`src/rtl/dualio_pkg.sv`:
```
package dualio_pkg;

  typedef enum logic [2:0] {
    PH_IDLE   = 3'd0,
    PH_OPC    = 3'd1,
    PH_ADDR   = 3'd2,
    PH_DUMMY  = 3'd3,
    PH_DATA   = 3'd4,
    PH_IGNORE = 3'd5
  } phase_t;

  localparam logic [7:0] OPC_DUAL_READ = 8'hBB;
  localparam int OPC_BITS   = 8;
  localparam int ADDR_BITS  = 24;
  localparam int ADDR_EDGES = ADDR_BITS / 2;
  localparam int DUMMY_EDGES = 4;
  localparam int PAIRS_PER_BYTE = 4;

endpackage

```
`src/rtl/dualio_edges.sv`:
```
module dualio_edges (
  input  logic clk,
  input  logic rst_n,
  input  logic sck,
  input  logic cs_n,
  output logic sck_rise,
  output logic sck_fall,
  output logic cs_begin
);

  logic sck_q;
  logic cs_q;

  always_ff @(posedge clk or negedge rst_n) begin
    if (!rst_n) begin
      sck_q <= 1'b0;
      cs_q  <= 1'b1;
    end else begin
      sck_q <= sck;
      cs_q  <= cs_n;
    end
  end

  assign sck_rise = sck & ~sck_q;
  assign sck_fall = ~sck & sck_q;
  assign cs_begin = ~cs_n & cs_q;

endmodule

```
`src/rtl/dualio_mem.sv`:
```
module dualio_mem #(
  parameter int AW = 8
) (
  input  logic          clk,
  input  logic          we,
  input  logic [AW-1:0] wa,
  input  logic [7:0]    wd,
  input  logic [AW-1:0] ra,
  output logic [7:0]    rd
);

  localparam int DEPTH = 1 << AW;

  logic [7:0] arr [DEPTH];

  always_ff @(posedge clk) begin
    if (we) begin
      arr[wa] <= wd;
    end
  end

  assign rd = arr[ra];

endmodule

```
`src/rtl/dualio_seq.sv`:
```
module dualio_seq
  import dualio_pkg::*;
#(
  parameter int AW = 8
) (
  input  logic          clk,
  input  logic          rst_n,
  input  logic          cs_n,
  input  logic          cs_begin,
  input  logic          sck_rise,
  input  logic          sck_fall,
  input  logic [1:0]    sio_in,
  input  logic [7:0]    rd_data,
  output logic [AW-1:0] rd_addr,
  output logic [1:0]    pair_out,
  output logic          drive
);

  localparam int CW = $clog2(ADDR_EDGES);

  phase_t          phase_q, phase_d;
  logic [CW-1:0]   cnt_q, cnt_d;
  logic [7:0]      op_q, op_d;
  logic [23:0]     addr_q, addr_d;
  logic [AW-1:0]   ptr_q, ptr_d;
  logic [1:0]      pc_q, pc_d;
  logic [5:0]      sh_q, sh_d;
  logic [1:0]      out_q, out_d;
  logic            drv_q, drv_d;

  always_comb begin
    phase_d = phase_q;
    cnt_d   = cnt_q;
    op_d    = op_q;
    addr_d  = addr_q;
    ptr_d   = ptr_q;
    pc_d    = pc_q;
    sh_d    = sh_q;
    out_d   = out_q;
    drv_d   = drv_q;
    if (cs_n) begin
      phase_d = PH_IDLE;
      drv_d   = 1'b0;
    end else if (cs_begin) begin
      phase_d = PH_OPC;
      cnt_d   = '0;
      drv_d   = 1'b0;
    end else begin
      case (phase_q)
        PH_OPC: begin
          if (sck_rise) begin
            op_d = {op_q[6:0], sio_in[0]};
            if (cnt_q == CW'(OPC_BITS - 1)) begin
              cnt_d   = '0;
              phase_d = (op_d == OPC_DUAL_READ) ? PH_ADDR : PH_IGNORE;
            end else begin
              cnt_d = cnt_q + CW'(1);
            end
          end
        end
        PH_ADDR: begin
          if (sck_rise) begin
            addr_d = {addr_q[21:0], sio_in[1], sio_in[0]};
            if (cnt_q == CW'(ADDR_EDGES - 1)) begin
              cnt_d   = '0;
              ptr_d   = addr_d[AW-1:0];
              phase_d = PH_DUMMY;
            end else begin
              cnt_d = cnt_q + CW'(1);
            end
          end
        end
        PH_DUMMY: begin
          if (sck_rise) begin
            if (cnt_q == CW'(DUMMY_EDGES - 1)) begin
              cnt_d   = '0;
              pc_d    = '0;
              phase_d = PH_DATA;
            end else begin
              cnt_d = cnt_q + CW'(1);
            end
          end
        end
        PH_DATA: begin
          if (sck_fall) begin
            drv_d = 1'b1;
            pc_d  = pc_q + 2'd1;
            if (pc_q == 2'd0) begin
              out_d = rd_data[7:6];
              sh_d  = rd_data[5:0];
              ptr_d = ptr_q + AW'(1);
            end else begin
              out_d = sh_q[5:4];
              sh_d  = {sh_q[3:0], 2'b00};
            end
          end
        end
        default: begin
          phase_d = phase_q;
        end
      endcase
    end
  end

  always_ff @(posedge clk or negedge rst_n) begin
    if (!rst_n) begin
      phase_q <= PH_IDLE;
      cnt_q   <= '0;
      op_q    <= '0;
      addr_q  <= '0;
      ptr_q   <= '0;
      pc_q    <= '0;
      sh_q    <= '0;
      out_q   <= '0;
      drv_q   <= 1'b0;
    end else begin
      phase_q <= phase_d;
      cnt_q   <= cnt_d;
      op_q    <= op_d;
      addr_q  <= addr_d;
      ptr_q   <= ptr_d;
      pc_q    <= pc_d;
      sh_q    <= sh_d;
      out_q   <= out_d;
      drv_q   <= drv_d;
    end
  end

  assign rd_addr  = ptr_q;
  assign pair_out = out_q;
  assign drive    = drv_q;

  // a new transaction always starts with the lines released
  a_r1_release_on_start: assert property (@(posedge clk) disable iff (!rst_n)
    cs_begin |=> !drv_q);

  // chip select high clears the drive state at the next edge
  a_r7_drop_on_deselect: assert property (@(posedge clk) disable iff (!rst_n)
    cs_n |=> !drv_q);

  // drive is only ever held in the data phase
  a_r5_drive_in_data_only: assert property (@(posedge clk) disable iff (!rst_n)
    (phase_q != PH_DATA) |-> !drv_q);

  // driving begins only on a serial falling edge
  a_r5_start_on_fall: assert property (@(posedge clk) disable iff (!rst_n)
    $rose(drv_q) |-> $past(sck_fall));

  // dummy phase lasts four rising edges at most
  a_r4_dummy_len: assert property (@(posedge clk) disable iff (!rst_n)
    (phase_q == PH_DUMMY) |-> (cnt_q < CW'(DUMMY_EDGES)));

  // an unknown opcode parks the sequencer until deselect
  a_r8_ignore_sticks: assert property (@(posedge clk) disable iff (!rst_n)
    (phase_q == PH_IGNORE && !cs_n) |=> (phase_q == PH_IGNORE || phase_q == PH_IDLE));

  // each byte fetch steps the location by one, wrapping at the top
  a_r6_ptr_step: assert property (@(posedge clk) disable iff (!rst_n)
    (phase_q == PH_DATA && sck_fall && pc_q == 2'd0 && !cs_n && !cs_begin)
      |=> (ptr_q == $past(ptr_q) + AW'(1)));

endmodule

```
`src/rtl/dualio_read_responder.sv`:
```
module dualio_read_responder #(
  parameter int AW = 8
) (
  input  logic          clk,
  input  logic          rst_n,
  input  logic          cs_n,
  input  logic          sck,
  input  logic [1:0]    sio_in,
  output logic [1:0]    sio_out,
  output logic [1:0]    sio_oe,
  input  logic          wr_en,
  input  logic [AW-1:0] wr_addr,
  input  logic [7:0]    wr_data
);

  logic          sck_rise;
  logic          sck_fall;
  logic          cs_begin;
  logic [AW-1:0] rd_addr;
  logic [7:0]    rd_data;
  logic [1:0]    pair_out;
  logic          drive;
  logic          mem_we;

  dualio_edges u_edges (
    .clk      (clk),
    .rst_n    (rst_n),
    .sck      (sck),
    .cs_n     (cs_n),
    .sck_rise (sck_rise),
    .sck_fall (sck_fall),
    .cs_begin (cs_begin)
  );

  assign mem_we = wr_en & cs_n;

  dualio_mem #(.AW(AW)) u_mem (
    .clk (clk),
    .we  (mem_we),
    .wa  (wr_addr),
    .wd  (wr_data),
    .ra  (rd_addr),
    .rd  (rd_data)
  );

  dualio_seq #(.AW(AW)) u_seq (
    .clk      (clk),
    .rst_n    (rst_n),
    .cs_n     (cs_n),
    .cs_begin (cs_begin),
    .sck_rise (sck_rise),
    .sck_fall (sck_fall),
    .sio_in   (sio_in),
    .rd_data  (rd_data),
    .rd_addr  (rd_addr),
    .pair_out (pair_out),
    .drive    (drive)
  );

  assign sio_out = pair_out;
  assign sio_oe  = {2{drive & ~cs_n}};

  // lines stay released while the block is held in reset
  a_r11_quiet_in_reset: assert property (@(posedge clk)
    !rst_n |-> (sio_oe == 2'b00));

endmodule

```
`config.mk`:
```
export PLATFORM = sky130hd
export DESIGN_NAME = dualio_read_responder
export DESIGN_NICKNAME = d
export VERILOG_FILES = /design/src/rtl/dualio_pkg.sv /design/src/rtl/dualio_edges.sv /design/src/rtl/dualio_mem.sv /design/src/rtl/dualio_seq.sv /design/src/rtl/dualio_read_responder.sv
export SDC_FILE = /design/constraint.sdc
export NUM_CORES = 2
export LEC_CHECK = 0
export ABC_AREA = 0
export CAP_MARGIN = 20
export CORE_AREA = 2 2 408 410
export DETAILED_ROUTE_END_ITERATION = 10
export DIE_AREA = 0 0 410 412
export PLACE_DENSITY = 0.65
export SLEW_MARGIN = 20
export SYNTH_ARGS = -nofsm -noshare
export SYNTH_HDL_FRONTEND = slang
export SYNTH_SLANG_ARGS = --single-unit
```
`constraint.sdc`:
```
create_clock -name clk -period 2.3 [get_ports clk]
set_input_delay 0.46 -clock clk [delete_from_list [all_inputs] [get_ports clk]]
set_output_delay 0.46 -clock clk [all_outputs]
set_load 0.005 [all_outputs]
```
==> impl_summary.txt <==
----------------------------------------------------
[Outcome]
  Run status ... finished, violations left
  Failing checks ... setup timing

[Synthesis]
  Net count of the mapped netlist ... slightly below 4k
  Async set-reset flop share out of synthesis ... 0.01963
  Number of register bits inferred by synthesis ... 2089
  Yosys warnings ... 0
  Share of the yosys chip area belonging to registers ... 0.7640
  Number of distinct library cells after synthesis ... 57
  Post-synthesis instance total ... 3917
  Post-synthesis instance area ... ~82000 um2
  Ys flop type ... sky130_fd_sc_hd__edfxtp_1
  Number of enable-type register cells in the synthesized netlist ... roughly 2k
  Mean cell area of the mapped netlist ... 20.89 um2

[Floorplan]
  Die X ... 410 um
  Top-Level Pins ... 27
  Overall die height ... just over 400 um
  Effective utilization at floorplan ... 0.4983
  Die area ... 168900 um2
  Floorplan core area ... 164200 um2
  Cell Rows ... 149

[Layout]
  Fill cell total of the finished layout ... 11.40k
  Share of layout cells above drive strength 1 ... 0.3687
  Most common library cell in the layout ignoring fill and taps ... sky130_fd_sc_hd__edfxtp_1
  Number of nets in the layout ... 4833
  Layout overhead on the synthesized area ... 21.65%
  Most used cells in the layout excluding fill and tap cells ... sky130_fd_sc_hd__edfxtp_1 (2048), sky130_fd_sc_hd__buf_4 (731), sky130_fd_sc_hd__mux4_2 (500)

[Routing]
  Iteration count of the initial detailed-routing pass ... 6
  Via total after detailed routing ... 43.69k
  Number of design rule violations left after detail routing ... 0
  Final wirelength ... 217.7 mm
  Number of antenna-violating nets in the routed design ... 0
  Average routed wire per standard cell ... 30.39 um
  Via density per instance ... 6.100
  Initial DRC count ... 6050

[Setup path]
  Largest stage delay on the critical path ... 0.51 ns
  Reg2reg setup slack ... -0.62 ns
  Worst setup path category ... flip-flop to flip-flop
  Worst path arrival time ... approximately 3.6 ns
  Critical Path Start Type ... flip-flop
  Critical-path cell with the highest stage delay ... sky130_fd_sc_hd__mux4_2
  CP top delay family ... buffers and inverters
  Critical R2R Capture ... u_seq.sh_q[5]
  Sequence of cells on the critical path ... buf_8 > buf_12 > buf_8 > buf_12 > mux4_2 > mux2i_2 > o22ai_2 > a2111oi_2 > buf_4 > o31a_1 > a31oi_1
  Origin of the critical flop-to-flop path ... u_seq.rd_addr[0]
  Required time of the worst setup path ... 3.03 ns
  Crit. End Element ... flip-flop
  Critical path buffers and inverters ... 5
  R2R depth ... 11
  Highest fanout seen on the critical path ... 9

[Clock tree]
  Root Driver ... sky130_fd_sc_hd__clkbuf_16
  Cts bufs inserted ... 203
  Clock input transition at the sequential cells of the worst setup and hold paths ... around 0.070 ns
  Clk Latency, worst-skew pair ... between 0.8 and 0.9 ns
  Clock net sink count ... 2089
  H-Tree Level Count ... 4
  Clock tree from TritonCTS ... done
  Clock tree buffer depth ... 3

[GRT]
  Global router's overall resource usage ... 0.2595
  GRT Residual Overflow ... 0
  Number of global-route vias before repair ... 43.60k
  Global-route wire length before repair ... 312.7 mm
  Maximum number of pins on one net before global-route repair ... 117
  Antenna violations before repair ... 5

[Timing]
  Final-report setup violation count ... 8
  RSZ-0062 raised after global routing ... yes
  Total negative slack for setup checks ... -4.579 ns
  Worst setup slack after layout ... -0.6161 ns
  Period utilization ... 1.268
  Timing-limited maximum frequency ... 0.3429 GHz
  Relative slew slack ... 0.4236
  Slew at the pin with the worst max-slew slack ... about 0.86 ns
  Count of final max-slew check failures ... 0
  Number of hold-slack violations in the final timing report ... 0
  Shortest period the worst path allows ... 2.916 ns
  Setup skew after layout ... 0.04517 ns

[Job]
  MaxCap Viol Count ... 0

[Placed design]
  Placed wire-length estimate ... between 100 and 150 mm
  Port Buffer Count ... 26
  GP Congestion ... 0.9434

[Power]
  Areal power density over the cells ... 770.0 nW/um2
  Total power of the final layout ... 76660 uW
  Leak Pwr ... 0.03201 uW
  Peak supply drop ... 739.4 uV

[Hold path]
  Class of the worst hold path ... primary input to async pin

----------------------------------------------------
## worst max-delay path by stage
| stage | end | slack (ns) | depth (start not counted) | startpoint |
|---|---|---|---|---|
| after floorplan | u_seq.sh_q[5] | -0.02 | 10 | u_seq.rd_addr[0] |
| after global placement | u_seq.sh_q[5] | -1.01 | 10 | u_seq.rd_addr[0] |
| after detailed placement | u_seq.sh_q[0] | -0.93 | 11 | u_seq.rd_addr[0] |
| after CTS | u_seq.sh_q[5] | -0.59 | 11 | u_seq.rd_addr[0] |
| after global routing | u_seq.sh_q[3] | -0.66 | 10 | u_seq.rd_addr[0] |
| final | u_seq.sh_q[5] | -0.62 | 11 | u_seq.rd_addr[0] |
## final cells by class
type                       count  area, um2  area share
clock buffer                 239       5215     0.05238
sequential                  2089      62550      0.6283
inverter                      14      52.55   0.0005278
clock inverter               130       1563     0.01570
timing repair buffer         918       8910     0.08949
multi-input combinational   1581      18530      0.1861
antenna                        2      5.005  0.00005027
tap                         2189       2739     0.02751
## cell families after synthesis
kind of cell | Yosys count | synth area share
and+or+nand+nor | 577 | 0.03088
muxes | 690 | 0.1612
AOI/OAI and AO/OA | 310 | 0.02610
DFF | 2089 | 0.7640
xor gates and xnor gates | 1 | 0.0001070
buffers and inverters | 247 | 0.01722
adders and majority gates | 3 | 0.0004587
## worst register-to-register path, stage by stage, from the launching register on
cell	delay, ns
sky130_fd_sc_hd__dfrtp_4	0.45
sky130_fd_sc_hd__buf_8	0.14
sky130_fd_sc_hd__buf_12	0.18
sky130_fd_sc_hd__buf_8	0.17
sky130_fd_sc_hd__buf_12	0.14
sky130_fd_sc_hd__mux4_2	0.52
sky130_fd_sc_hd__mux2i_2	0.21
sky130_fd_sc_hd__o22ai_2	0.16
sky130_fd_sc_hd__a2111oi_2	0.27
sky130_fd_sc_hd__buf_4	0.21
sky130_fd_sc_hd__o31a_1	0.22
sky130_fd_sc_hd__a31oi_1	0.11
## metrics by stage
stage / std cells / cell area, um2 / worst slack [ns] / util / hold WS (ns)
after global routing: 7160 / 99550 / -0.6648 / 0.6061 / 0.06531
after detailed placement: 6739 / 91210 / -0.9275 / 0.5553 / 0.3788
after floorplan: 3917 / 81980 / -0.01900 / - / 0.1644
final: 7162 / 99560 / -0.6161 / 0.6062 / 0.05905
after CTS: 7147 / 99200 / -0.5905 / 0.6040 / 0.01784
after global placement: 6739 / 91210 / -1.009 / 0.5553 / 0.3777
## metal layers
| layer | vias up | track usage | share of wire |
|---|---|---|---|
| li1 | 18054 | - | - |
| met1 | 23015 | 0.3726 | 0.40 |
| met2 | 2274 | 0.4124 | 0.48 |
| met3 | 342 | 0.04410 | 0.092 |
| met4 | 0 | 0.07847 | 0.030 |
| met5 | - | 0 | 0 |
## repair_timing
item                                    4_1_cts  5_1_grt
buffers inserted                             30       13
hold buffers                                  2        0
cloned                                       10        2
pin swaps                                    33       14
endpoints found under the setup margin       15       12
endpoints found under the hold margin        61        0
resized for setup                           149       56
## state kept, by name (all words and copies together) (netlist names)
signal,flops
u_seq.cnt_q,4
u_seq.drive,1
u_mem.arr,2048
u_edges.sck_q,1
u_seq.sh_q,6
u_seq.pc_q,2
u_seq.op_q,7
u_edges.cs_q,1
u_seq.addr_q,6
u_seq.phase_q,3
u_seq.pair_out,2
u_seq.rd_addr,8
## power breakdown
group	leakage (uW)	internal, uW	switching (uW)
clock network	0.00330	19200	14400
registers	0.0189	41800	22.8
logic	0.00976	285	876
## cells in the mapped netlist, types with 3 or more instances
master	number	area, um2
sky130_fd_sc_hd__a32oi_1	3	26.28
sky130_fd_sc_hd__or2_2	3	18.77
sky130_fd_sc_hd__o21ai_0	38	190.2
sky130_fd_sc_hd__buf_2	64	320.3
sky130_fd_sc_hd__nand4_1	17	106.4
sky130_fd_sc_hd__nand3_1	55	275.3
sky130_fd_sc_hd__o221ai_1	13	113.9
sky130_fd_sc_hd__dfrtp_1	40	1001
sky130_fd_sc_hd__a22oi_1	72	540.5
sky130_fd_sc_hd__o22ai_1	29	181.4
sky130_fd_sc_hd__nor2b_1	38	237.7
sky130_fd_sc_hd__nand4b_1	3	26.28
sky130_fd_sc_hd__inv_1	13	48.80
sky130_fd_sc_hd__nor3b_1	4	30.03
sky130_fd_sc_hd__a22o_1	12	105.1
sky130_fd_sc_hd__ha_1	3	37.54
sky130_fd_sc_hd__a2111oi_0	4	35.03
sky130_fd_sc_hd__a211o_1	3	26.28
sky130_fd_sc_hd__mux4_2	500	11260
sky130_fd_sc_hd__nor4_1	3	18.77
sky130_fd_sc_hd__nand2_1	101	379.1
sky130_fd_sc_hd__a211oi_1	6	45.04
sky130_fd_sc_hd__o211a_1	3	30.03
sky130_fd_sc_hd__buf_6	29	326.6
sky130_fd_sc_hd__buf_1	12	45.04
sky130_fd_sc_hd__a221oi_1	18	157.7
sky130_fd_sc_hd__nand3b_1	5	37.54
sky130_fd_sc_hd__and3_1	3	18.77
sky130_fd_sc_hd__nor3_1	10	50.05
sky130_fd_sc_hd__a21oi_1	49	245.2
sky130_fd_sc_hd__a31oi_1	23	143.9
sky130_fd_sc_hd__nand2b_1	13	81.33
sky130_fd_sc_hd__buf_4	31	232.7
sky130_fd_sc_hd__mux2i_1	166	1662
sky130_fd_sc_hd__mux2_2	24	270.3
sky130_fd_sc_hd__nor2_1	309	1160
sky130_fd_sc_hd__o31ai_1	3	22.52
sky130_fd_sc_hd__o22a_1	6	52.55
sky130_fd_sc_hd__o211ai_1	15	112.6
sky130_fd_sc_hd__buf_8	6	90.09
sky130_fd_sc_hd__and2_1	8	50.05
sky130_fd_sc_hd__clkbuf_1	91	341.6
sky130_fd_sc_hd__edfxtp_1	2048	61500
Note: power is estimated with default switching activity, not from simulation.
